[src/rtl/cfg_sup_pkg.sv]
package cfg_sup_pkg;

  typedef enum logic [2:0] {
    ST_IDLE = 3'd0,
    ST_LOAD = 3'd1,
    ST_WAIT = 3'd2,
    ST_DONE = 3'd3,
    ST_HALT = 3'd4
  } supState_t;

  localparam logic [1:0] POL_HALT  = 2'b00;
  localparam logic [1:0] POL_SAME  = 2'b01;
  localparam logic [1:0] POL_FIXED = 2'b10;

  // strobes from control to datapath
  typedef struct packed {
    logic takePage;   // load address from pageSel
    logic takeSame;   // reload start of the latched page
    logic takeFixed;  // load the recovery address
    logic wdRun;      // watchdog may count
  } supStrobe_t;

endpackage

[src/rtl/cfg_sup_clkdiv.sv]
module cfg_sup_clkdiv #(
  parameter int MAX_RATIO_LOG = 3
) (
  input  logic                                  clk,
  input  logic                                  rst,
  input  logic [$clog2(MAX_RATIO_LOG+1)-1:0]    clkRatio,
  output logic                                  dclkEn
);
  localparam int CNT_W = (MAX_RATIO_LOG < 1) ? 1 : MAX_RATIO_LOG;

  logic [CNT_W-1:0] divCnt;
  logic [CNT_W-1:0] divMask;

  always_comb divMask = CNT_W'((32'd1 << clkRatio) - 32'd1);

  always_ff @(posedge clk) begin
    if (rst) divCnt <= '0;
    else if (divCnt >= divMask) divCnt <= '0;
    else divCnt <= divCnt + 1'b1;
  end

  assign dclkEn = (divCnt == divMask);
endmodule

[src/rtl/cfg_sup_ctrl.sv]
module cfg_sup_ctrl
  import cfg_sup_pkg::*;
(
  input  logic       clk,
  input  logic       rst,
  input  logic [1:0] failMode,
  input  logic       cfgDone,
  input  logic       cfgErr,
  input  logic       reconfPulse,
  output supState_t  stateQ,
  output supStrobe_t strobe,
  output logic       startPulse,
  output logic       configured,
  output logic       halted
);
  supState_t stateNxt;

  always_comb begin
    stateNxt = stateQ;
    strobe   = '0;
    unique case (stateQ)
      ST_IDLE: begin
        stateNxt        = ST_LOAD;
        strobe.takePage = 1'b1;
      end
      ST_LOAD: stateNxt = ST_WAIT;
      ST_WAIT: begin
        if (cfgErr) begin
          unique case (failMode)
            POL_SAME: begin
              stateNxt        = ST_LOAD;
              strobe.takeSame = 1'b1;
            end
            POL_FIXED: begin
              stateNxt         = ST_LOAD;
              strobe.takeFixed = 1'b1;
            end
            default: stateNxt = ST_HALT;
          endcase
        end else if (cfgDone) begin
          stateNxt = ST_DONE;
        end
      end
      ST_DONE, ST_HALT: begin
        if (reconfPulse) begin
          stateNxt        = ST_LOAD;
          strobe.takePage = 1'b1;
        end
      end
      default: stateNxt = ST_IDLE;
    endcase
    strobe.wdRun = (stateQ == ST_DONE);
  end

  always_ff @(posedge clk) begin
    if (rst) stateQ <= ST_IDLE;
    else     stateQ <= stateNxt;
  end

  assign startPulse = (stateQ == ST_LOAD);
  assign configured = (stateQ == ST_DONE);
  assign halted     = (stateQ == ST_HALT);
endmodule

[src/rtl/cfg_sup_dpath.sv]
module cfg_sup_dpath
  import cfg_sup_pkg::*;
#(
  parameter int                ADDR_W      = 24,
  parameter int                PAGE_W      = 3,
  parameter logic [ADDR_W-1:0] FIXED_ADDR  = 24'h024000,
  parameter int                WDOG_CYCLES = 5_000_000,
  parameter bit                WDOG_EN     = 1'b1,
  parameter bit                RECONF_EN   = 1'b1
) (
  input  logic              clk,
  input  logic              rst,
  input  logic [PAGE_W-1:0] pageSel,
  input  logic              nReconfig,
  input  logic              wdKick,
  input  supStrobe_t        strobe,
  output logic [ADDR_W-1:0] startAddr,
  output logic              reconfPulse,
  output logic              wdErr
);
  localparam int OFS_W = ADDR_W - PAGE_W;

  logic [PAGE_W-1:0] pageQ;
  logic [ADDR_W-1:0] addrQ;

  always_ff @(posedge clk) begin
    if (rst) begin
      pageQ <= '0;
      addrQ <= '0;
    end else if (strobe.takePage) begin
      pageQ <= pageSel;
      addrQ <= {pageSel, {OFS_W{1'b0}}};
    end else if (strobe.takeSame) begin
      addrQ <= {pageQ, {OFS_W{1'b0}}};
    end else if (strobe.takeFixed) begin
      pageQ <= FIXED_ADDR[ADDR_W-1 -: PAGE_W];
      addrQ <= FIXED_ADDR;
    end
  end
  assign startAddr = addrQ;

  generate
    if (RECONF_EN) begin : g_reconf
      logic [2:0] syncQ;
      always_ff @(posedge clk) begin
        if (rst) syncQ <= 3'b111;
        else     syncQ <= {syncQ[1:0], nReconfig};
      end
      assign reconfPulse = syncQ[2] & ~syncQ[1];
    end else begin : g_noreconf
      assign reconfPulse = 1'b0;
    end

    if (WDOG_EN) begin : g_wd
      localparam int WD_W = $clog2(WDOG_CYCLES + 1);
      logic [WD_W-1:0] wdCnt;
      logic            errQ;
      always_ff @(posedge clk) begin
        if (rst || wdKick) begin
          wdCnt <= '0;
          errQ  <= 1'b0;
        end else if (!strobe.wdRun) begin
          wdCnt <= '0;
        end else if (wdCnt == WD_W'(WDOG_CYCLES - 1)) begin
          errQ  <= 1'b1;
        end else begin
          wdCnt <= wdCnt + 1'b1;
        end
      end
      assign wdErr = errQ;
    end else begin : g_nowd
      assign wdErr = 1'b0;
    end
  endgenerate
endmodule

[src/rtl/config_retry_supervisor.sv]
module config_retry_supervisor
  import cfg_sup_pkg::*;
#(
  parameter int                ADDR_W        = 24,
  parameter int                PAGE_W        = 3,
  parameter logic [ADDR_W-1:0] FIXED_ADDR    = 24'h024000,
  parameter int                CLK_HZ        = 50_000_000,
  parameter int                TIMEOUT_MS    = 100,
  parameter int                WDOG_CYCLES   = CLK_HZ / 1000 * TIMEOUT_MS,
  parameter bit                WDOG_EN       = 1'b1,
  parameter bit                RECONF_EN     = 1'b1,
  parameter int                MAX_RATIO_LOG = 3
) (
  input  logic              clk,
  input  logic              rst,
  input  logic [PAGE_W-1:0] pageSel,
  input  logic [1:0]        failMode,
  input  logic [1:0]        clkRatio,
  input  logic              nReconfig,
  input  logic              wdKick,
  input  logic              cfgDone,
  input  logic              cfgErr,
  output logic              startPulse,
  output logic [ADDR_W-1:0] startAddr,
  output logic              configured,
  output logic              halted,
  output logic              wdErr,
  output logic              dclkEn
);
  supState_t  stateQ;
  supStrobe_t strobe;
  logic       reconfPulse;

  cfg_sup_ctrl u_ctrl (
    .clk         (clk),
    .rst         (rst),
    .failMode    (failMode),
    .cfgDone     (cfgDone),
    .cfgErr      (cfgErr),
    .reconfPulse (reconfPulse),
    .stateQ      (stateQ),
    .strobe      (strobe),
    .startPulse  (startPulse),
    .configured  (configured),
    .halted      (halted)
  );

  cfg_sup_dpath #(
    .ADDR_W      (ADDR_W),
    .PAGE_W      (PAGE_W),
    .FIXED_ADDR  (FIXED_ADDR),
    .WDOG_CYCLES (WDOG_CYCLES),
    .WDOG_EN     (WDOG_EN),
    .RECONF_EN   (RECONF_EN)
  ) u_dpath (
    .clk         (clk),
    .rst         (rst),
    .pageSel     (pageSel),
    .nReconfig   (nReconfig),
    .wdKick      (wdKick),
    .strobe      (strobe),
    .startAddr   (startAddr),
    .reconfPulse (reconfPulse),
    .wdErr       (wdErr)
  );

  cfg_sup_clkdiv #(
    .MAX_RATIO_LOG (MAX_RATIO_LOG)
  ) u_clkdiv (
    .clk      (clk),
    .rst      (rst),
    .clkRatio (clkRatio),
    .dclkEn   (dclkEn)
  );
endmodule

[config.mk]
export PLATFORM = sky130hd
export DESIGN_NAME = config_retry_supervisor
export DESIGN_NICKNAME = d
export VERILOG_FILES = /design/src/rtl/cfg_sup_pkg.sv /design/src/rtl/cfg_sup_clkdiv.sv /design/src/rtl/cfg_sup_ctrl.sv /design/src/rtl/cfg_sup_dpath.sv /design/src/rtl/config_retry_supervisor.sv
export SDC_FILE = /design/constraint.sdc
export NUM_CORES = 1
export LEC_CHECK = 0
export BUFFER_PORTS_ARGS = -buffer_cell sky130_fd_sc_hd__buf_2
export CAP_MARGIN = 20
export CELL_PAD_IN_SITES_DETAIL_PLACEMENT = 1
export CELL_PAD_IN_SITES_GLOBAL_PLACEMENT = 1
export CORE_MARGIN = 1.5
export CORE_UTILIZATION = 41
export DETAILED_ROUTE_END_ITERATION = 10
export PLACE_DENSITY = 0.88
export SLEW_MARGIN = 10
export SYNTH_ARGS = -nofsm -noshare
export SYNTH_HDL_FRONTEND = slang
export SYNTH_HIERARCHICAL = 1
export SYNTH_SLANG_ARGS = --single-unit
[constraint.sdc]
create_clock -name clk -period 2.3 [get_ports clk]
set_input_delay 0.345 -clock clk [delete_from_list [all_inputs] [get_ports clk]]
set_output_delay 0.345 -clock clk [all_outputs]
set_load 0.02 [all_outputs]
==> flow_summary_export.csv, run 1 <==
group,metric,value,unit
logic_synthesis,synth_top_cells_by_count,"40 x dfxtp_1, 22 x buf_4, 20 x a21oi_1",
critical_path,slowest_stage,"dfxtp_1",
min_path,holdCritPathClass,"in -> reg",
detailed_routing,first_iter_violations,61,
critical_path,cp_max_fo,7,
clock_network,clkSinkCount,40,
logic_synthesis,synth-main-ff-cell,"dfxtp_1",
logic_synthesis,yosysUniqueCellTypes,48,
power,leakagePower,0.871,nW
floorplanning,dieArea,5730,um^2
detailed_routing,dr.pass1.iters,4,
sta,period_needed,2.01,ns
critical_path,crit_path_end_kind,"flop",
min_path,holdPathEnd,"u_dpath/g_reconf.syncQ[0]",
detailed_routing,drt_wl_total,4.95,mm
clock_network,clkLatencyLatePin,0.30,ns
critical_path,path_cells,"ha_1, inv_1, nor4_2, nand2_1, a211oi_1",
logic_synthesis,synth-seq-cells,40,
critical_path,r2r_start,"u_dpath/g_wd.wdCnt[0]",
logic_synthesis,synth_area_leaders,"dfxtp_1 37%, buf_4 7.6%, a21oi_1 4.6%, ha_1 4.0%, nand2_1 3.1%",
global_route,grt_use_total,18.7,%
global_route,overflow,0,
cells_and_area,area_growth_syn_to_layout,7.86,%
placed_design,portBuffers,22,
placed_design,place_congestion,0.802,
sta,fmax,497,MHz
global_route,grt_start_max_net_pins,21,
clock_network,post_cts_buffers,0,
critical_path,criticalPathCategory,"reg -> reg",
placed_design,hpwlAfterDp,3.65,mm
detailed_routing,vias_per_cell,5.35,
floorplanning,fp-row-count,26,
clock_network,root_buffer,"clkbuf_8",
critical_path,max_stage_delay,0.46,ns
detailed_routing,via_count,1819,
logic_synthesis,synth_edf_count,0,
logic_synthesis,postSynthAreaPerCell,8.70,um^2
logic_synthesis,yosysTopAreaCell,"dfxtp_1",
sta,tightestPinTransition,0.706,ns
logic_synthesis,async_flop_share,0,%
floorplanning,start_util,42.4,%
cells_and_area,num-nets-final,289,
global_route,antenna_found_initial,0,
clock_network,path_clk_slew,0.08,ns
floorplanning,die_width,75.7,um
critical_path,crit_family,"simple AND/OR/NAND/NOR gates",
sta,fin_crit_sh,87.4,%
logic_synthesis,synthDominantCellAreaShare,37.0,%
detailed_routing,drc_errors,0,
global_route,grt_pass1_vias,1722,
critical_path,reg2reg_to,"u_dpath/g_wd.wdCnt[3]",
floorplanning,fp.dieH,75.7,um
run,cap_violations,0,
sta,setup-violations-final,0,
clock_network,cts_buffers,5,
clock_network,h-tree-depth,2,
logic_synthesis,synth.most_common_cell,"dfxtp_1",
outcome,status,"finished clean",
sta,finClkSkew,0.00597,ns
sta,fin_tns_setup,0,ns
min_path,hold_depth,2,
critical_path,cp.arrival,2.21,ns
cells_and_area,antenna_cells,0,
cells_and_area,drive_gt1_share,18.1,%
critical_path,critical_path_required,2.50,ns
critical_path,r2r_cells,5,
global_route,grt_pass1_wl,8.10,mm
clock_network,ctsHoldBuffers,0,
detailed_routing,ant_nets,0,
logic_synthesis,syn_inst,249,
logic_synthesis,yosys_warnings,6,
power,p_per_area,628,nW/um^2
critical_path,startpoint_type,"flop",
detailed_routing,wl_per_cell,14.5,um
clock_network,clockBufferDepth,2,
critical_path,path_buf_inv,1,
clock_network,cts_tree,"done",
critical_path,r2r_slack,0.29,ns
logic_synthesis,synth_area,2170,um^2
sta,fin_hold_ws,0.227,ns
power,irDropWorstVdd,0.449,mV
sta,rsz0062_at_grt,"no",
logic_synthesis,ys_seq_area_share,37.0,%
clock_network,cts_resized,0,
floorplanning,io_pins,42,
sta,slew_violations,0,
floorplanning,core_area,5110,um^2
sta,slew_headroom,52.8,%
min_path,min_from,"nReconfig",
sta,hold_viol,0,
cells_and_area,fill_cells,649,
## cell type report
type                            instances  area, um^2  share of cell area (%)
Inverter                                9        33.8                    1.45
Tap cell                               70        87.6                    3.75
Clock inverter                          1        7.51                   0.321
Sequential cell                        40         801                    34.3
Multi-Input combinational cell        188        1190                    50.8
Clock buffer                            7        86.3                    3.70
Timing Repair Buffer                   25         133                    5.68
## how the worst max path moves through the flow
stage	startpoint	to	cells past startpoint
after floorplan	u_dpath/g_wd.wdCnt[0]	u_dpath/g_wd.wdCnt[1]	5
after global placement	u_dpath/g_wd.wdCnt[0]	u_dpath/g_wd.wdCnt[0]	5
after detailed placement	u_dpath/g_wd.wdCnt[0]	u_dpath/g_wd.wdCnt[3]	5
after CTS	u_dpath/g_wd.wdCnt[0]	u_dpath/g_wd.wdCnt[3]	5
after global routing	u_dpath/g_wd.wdCnt[0]	u_dpath/g_wd.wdCnt[6]	5
final	u_dpath/g_wd.wdCnt[0]	u_dpath/g_wd.wdCnt[3]	5
## cell usage in the layout (no fill, tap or decap), types with 3 or more instances in the layout
| cell type | count |
|---|---|
| dfxtp_1 | 40 |
| nor3b_1 | 3 |
| inv_1 | 8 |
| nand2_1 | 18 |
| nor4b_1 | 4 |
| xnor2_1 | 7 |
| nand2b_1 | 3 |
| conb_1 | 19 |
| or2_2 | 5 |
| and3_1 | 6 |
| nor2_1 | 14 |
| nand4_1 | 4 |
| o31ai_1 | 8 |
| a21oi_1 | 20 |
| o21ai_0 | 7 |
| a31oi_1 | 3 |
| nand3_1 | 8 |
| or4_1 | 9 |
| buf_4 | 3 |
| and3_2 | 3 |
| buf_2 | 22 |
| o21a_1 | 3 |
| nand3b_1 | 3 |
| nor4_1 | 3 |
| a311oi_1 | 3 |
| clkbuf_8 | 6 |
| ha_1 | 7 |
| nor3_1 | 7 |
## power by group
part           total (mW)  switching (mW)  internal, mW
sequential          0.750          0.0285         0.722
clock               0.495           0.251         0.244
combinational       0.222           0.136        0.0862
## sequential cells by signal, summed over array words and instances (netlist names)
signal	cells
u_dpath/g_reconf.syncQ	3
u_dpath/wdErr	1
u_dpath/g_wd.wdCnt	23
u_dpath/startAddr	4
u_ctrl/stateQ	3
u_clkdiv/divCnt	3
u_dpath/pageQ	3
## stage by stage
step	std cells	util (%)	area (um^2)	setup slack [ns]	total power [mW]
final	340	45.7	2340	0.290	1.47
after global routing	340	45.7	2340	0.158	1.53
after CTS	340	45.7	2340	0.313	1.48
after detailed placement	332	43.9	2240	0.338	0.986
after global placement	332	43.9	2240	0.478	0.967
after floorplan	267	-	2230	0.602	0.947
## routing by layer
metal  routed length, um  vias to the layer above  GRT usage, %
met1                2170                      874          23.2
met2                2520                       36          31.7
met5                   0                        -             0
met4                  73                        0          7.74
met3                 182                        6          3.84
li1                    -                      903             -
## cells by family after synthesis
logic type	count (synthesis)	share of synthesized area (%)
AOI/OAI and AO/OA	50	14.7
xor gates and xnor gates	9	3.64
adders and majority gates	7	4.04
buffers and inverters	39	11.3
DFF	40	37.0
other	1	0.173
and+or+nand+nor	103	29.1
(Power assumes the default switching activity.)
==> run 2: changes to the inputs <==
- BUFFER_PORTS_ARGS: -buffer_cell sky130_fd_sc_hd__buf_2 -> default
- CAP_MARGIN: 20 -> default
- CORE_UTILIZATION: 41 -> 47
- DONT_BUFFER_PORTS: default -> 1
==> flow_summary_export.csv, run 2 (synthesis gave the netlist of run 1 again) <==
group,metric,value,unit
outcome,status,"finished clean",
global_route,use_met2,35.6,%
global_route,grt_use_total,20.3,%
sta,fmax,517,MHz
clock_network,cts_buffers,5,
sta,hold_viol,0,
min_path,holdCritPathClass,"in -> reg",
critical_path,criticalPathCategory,"reg -> reg",
cells_and_area,drive_gt1_share,11.3,%
power,power,1.61,mW
global_route,grt_start_max_net_pins,21,
floorplanning,fp.dieH,70.9,um
run,cap_violations,0,
sta,fin_tns_setup,0,ns
sta,rsz0062_at_grt,"no",
clock_network,cts_tree,"done",
cells_and_area,fill_cells,528,
critical_path,cp_max_fo,7,
global_route,antenna_found_initial,0,
detailed_routing,vias_per_cell,5.88,
placed_design,hpwlAfterDp,3.44,mm
clock_network,post_cts_buffers,0,
detailed_routing,first_iter_violations,100,
critical_path,path_cells,"ha_1, inv_1, nor4_2, nand2_1, and3_1",
global_route,overflow,0,
cells_and_area,final_cell_mix,"40 x dfxtp_1, 20 x a21oi_1, 19 x conb_1",
clock_network,clkSinkCount,40,
detailed_routing,dr.pass1.iters,4,
critical_path,crit_family,"simple AND/OR/NAND/NOR gates",
global_route,grt_pass1_vias,1767,
cells_and_area,fin_util,51.2,%
floorplanning,die_width,70.9,um
sta,slew_violations,0,
sta,fin_crit_sh,84.1,%
critical_path,startpoint_type,"flop",
sta,setup_slack,0.365,ns
clock_network,h-tree-depth,2,
global_route,grt_pass1_wl,8.20,mm
power,leakagePower,0.795,nW
cells_and_area,largest_reg_flops,23,
power,p_per_area,715,nW/um^2
cells_and_area,fin_area,2250,um^2
sta,finClkSkew,0.00586,ns
clock_network,cts_resized,0,
cells_and_area,regMostFlops,"u_dpath/g_wd.wdCnt",
cells_and_area,area_growth_syn_to_layout,3.70,%
detailed_routing,ant_nets,0,
floorplanning,start_util,49.4,%
detailed_routing,drt_wl_total,4.79,mm
clock_network,root_buffer,"clkbuf_8",
sta,setup-violations-final,0,
cells_and_area,multi_input_area,1190,um^2
placed_design,pre_cts_ws,0.409,ns
cells_and_area,num-nets-final,268,
power,irDropWorstVdd,0.498,mV
clock_network,path_clk_slew,0.08,ns
floorplanning,io_pins,42,
floorplanning,core_area,4380,um^2
critical_path,cp.arrival,2.12,ns
placed_design,portBuffers,0,
placed_design,placed_cell_area,2120,um^2
cells_and_area,antenna_cells,0,
placed_design,place_congestion,0.866,
sta,tightestPinTransition,0.625,ns
clock_network,clkLatencyLatePin,0.29,ns
detailed_routing,drc_errors,0,
clock_network,ctsHoldBuffers,0,
critical_path,critical_path_required,2.49,ns
floorplanning,dieArea,5020,um^2
sta,period_needed,1.93,ns
critical_path,path_buf_inv,1,
cells_and_area,final_common_cell,"dfxtp_1",
detailed_routing,wl_per_cell,16.0,um
cells_and_area,seqCellArea,801,um^2
global_route,top_usage_layer,"met2",
global_route,grtUsageMet3,4.84,%
global_route,use_met1,24.6,%
floorplanning,fp-row-count,24,
critical_path,crit_path_end_kind,"flop",
clock_network,clockBufferDepth,2,
sta,slew_headroom,58.0,%
critical_path,slowest_stage,"dfxtp_1",
detailed_routing,via_count,1763,
critical_path,max_stage_delay,0.44,ns
[run 2: changes by cell type in the layout (fill, tap and decap cells not counted)]
cell        before  now
clkbuf_1         1    0
buf_2           22    0
bufinv_16        0    2
clkbuf_8         6    5
buf_4            3    4
clkinvlp_4       1    0
[run 2: area by class of cell]
class,count,share of cell area (%)
timing repair buffer,4,1.34
clock buffer,5,3.06
sequential,40,35.7
multi-input combinational,188,52.9
clock inverter,2,2.67
tap,52,2.90
inverter,9,1.50
[run 2: worst paths after layout]
| kind | from | end | slack [ns] | cells after the start |
|---|---|---|---|---|
| min | rst | u_dpath/pageQ[1] | 0.11 | 1 |
| max reg2reg | u_dpath/g_wd.wdCnt[0] | u_dpath/g_wd.wdCnt[7] | 0.37 | 5 |
| min reg2reg | u_dpath/g_reconf.syncQ[0] | u_dpath/g_reconf.syncQ[1] | 0.42 | 1 |
| max | u_dpath/g_wd.wdCnt[0] | u_dpath/g_wd.wdCnt[7] | 0.37 | 5 |
[run 2: worst register-to-register path: cells and delay by family, from the launching register on]
kind	cells	cell delay (ns)
adder cells (fa/ha/maj)	1	0.34
buffers and inverters	1	0.15
flip-flops	1	0.44
AND/OR/NAND/NOR	3	0.90
[run 2: metrics by stage]
step,hold slack [ns],instances
floorplan,0.389,267
global placement,0.393,293
detailed placement,0.399,293
CTS,0.104,300
global route,0.0984,300
finish,0.112,300
[run 2: per-layer routing]
| metal | vias to the layer above | share of wire, % |
|---|---|---|
| li1 | 859 | - |
| met1 | 865 | 44 |
| met2 | 34 | 51 |
| met3 | 5 | 4.0 |
| met4 | 0 | 1.1 |
| met5 | - | 0 |
[run 2: where the power goes]
| group | internal (mW) | switching (mW) | total, mW |
|---|---|---|---|
| clock | 0.427 | 0.239 | 0.666 |
| combinational | 0.0707 | 0.113 | 0.184 |
| sequential | 0.722 | 0.0356 | 0.758 |
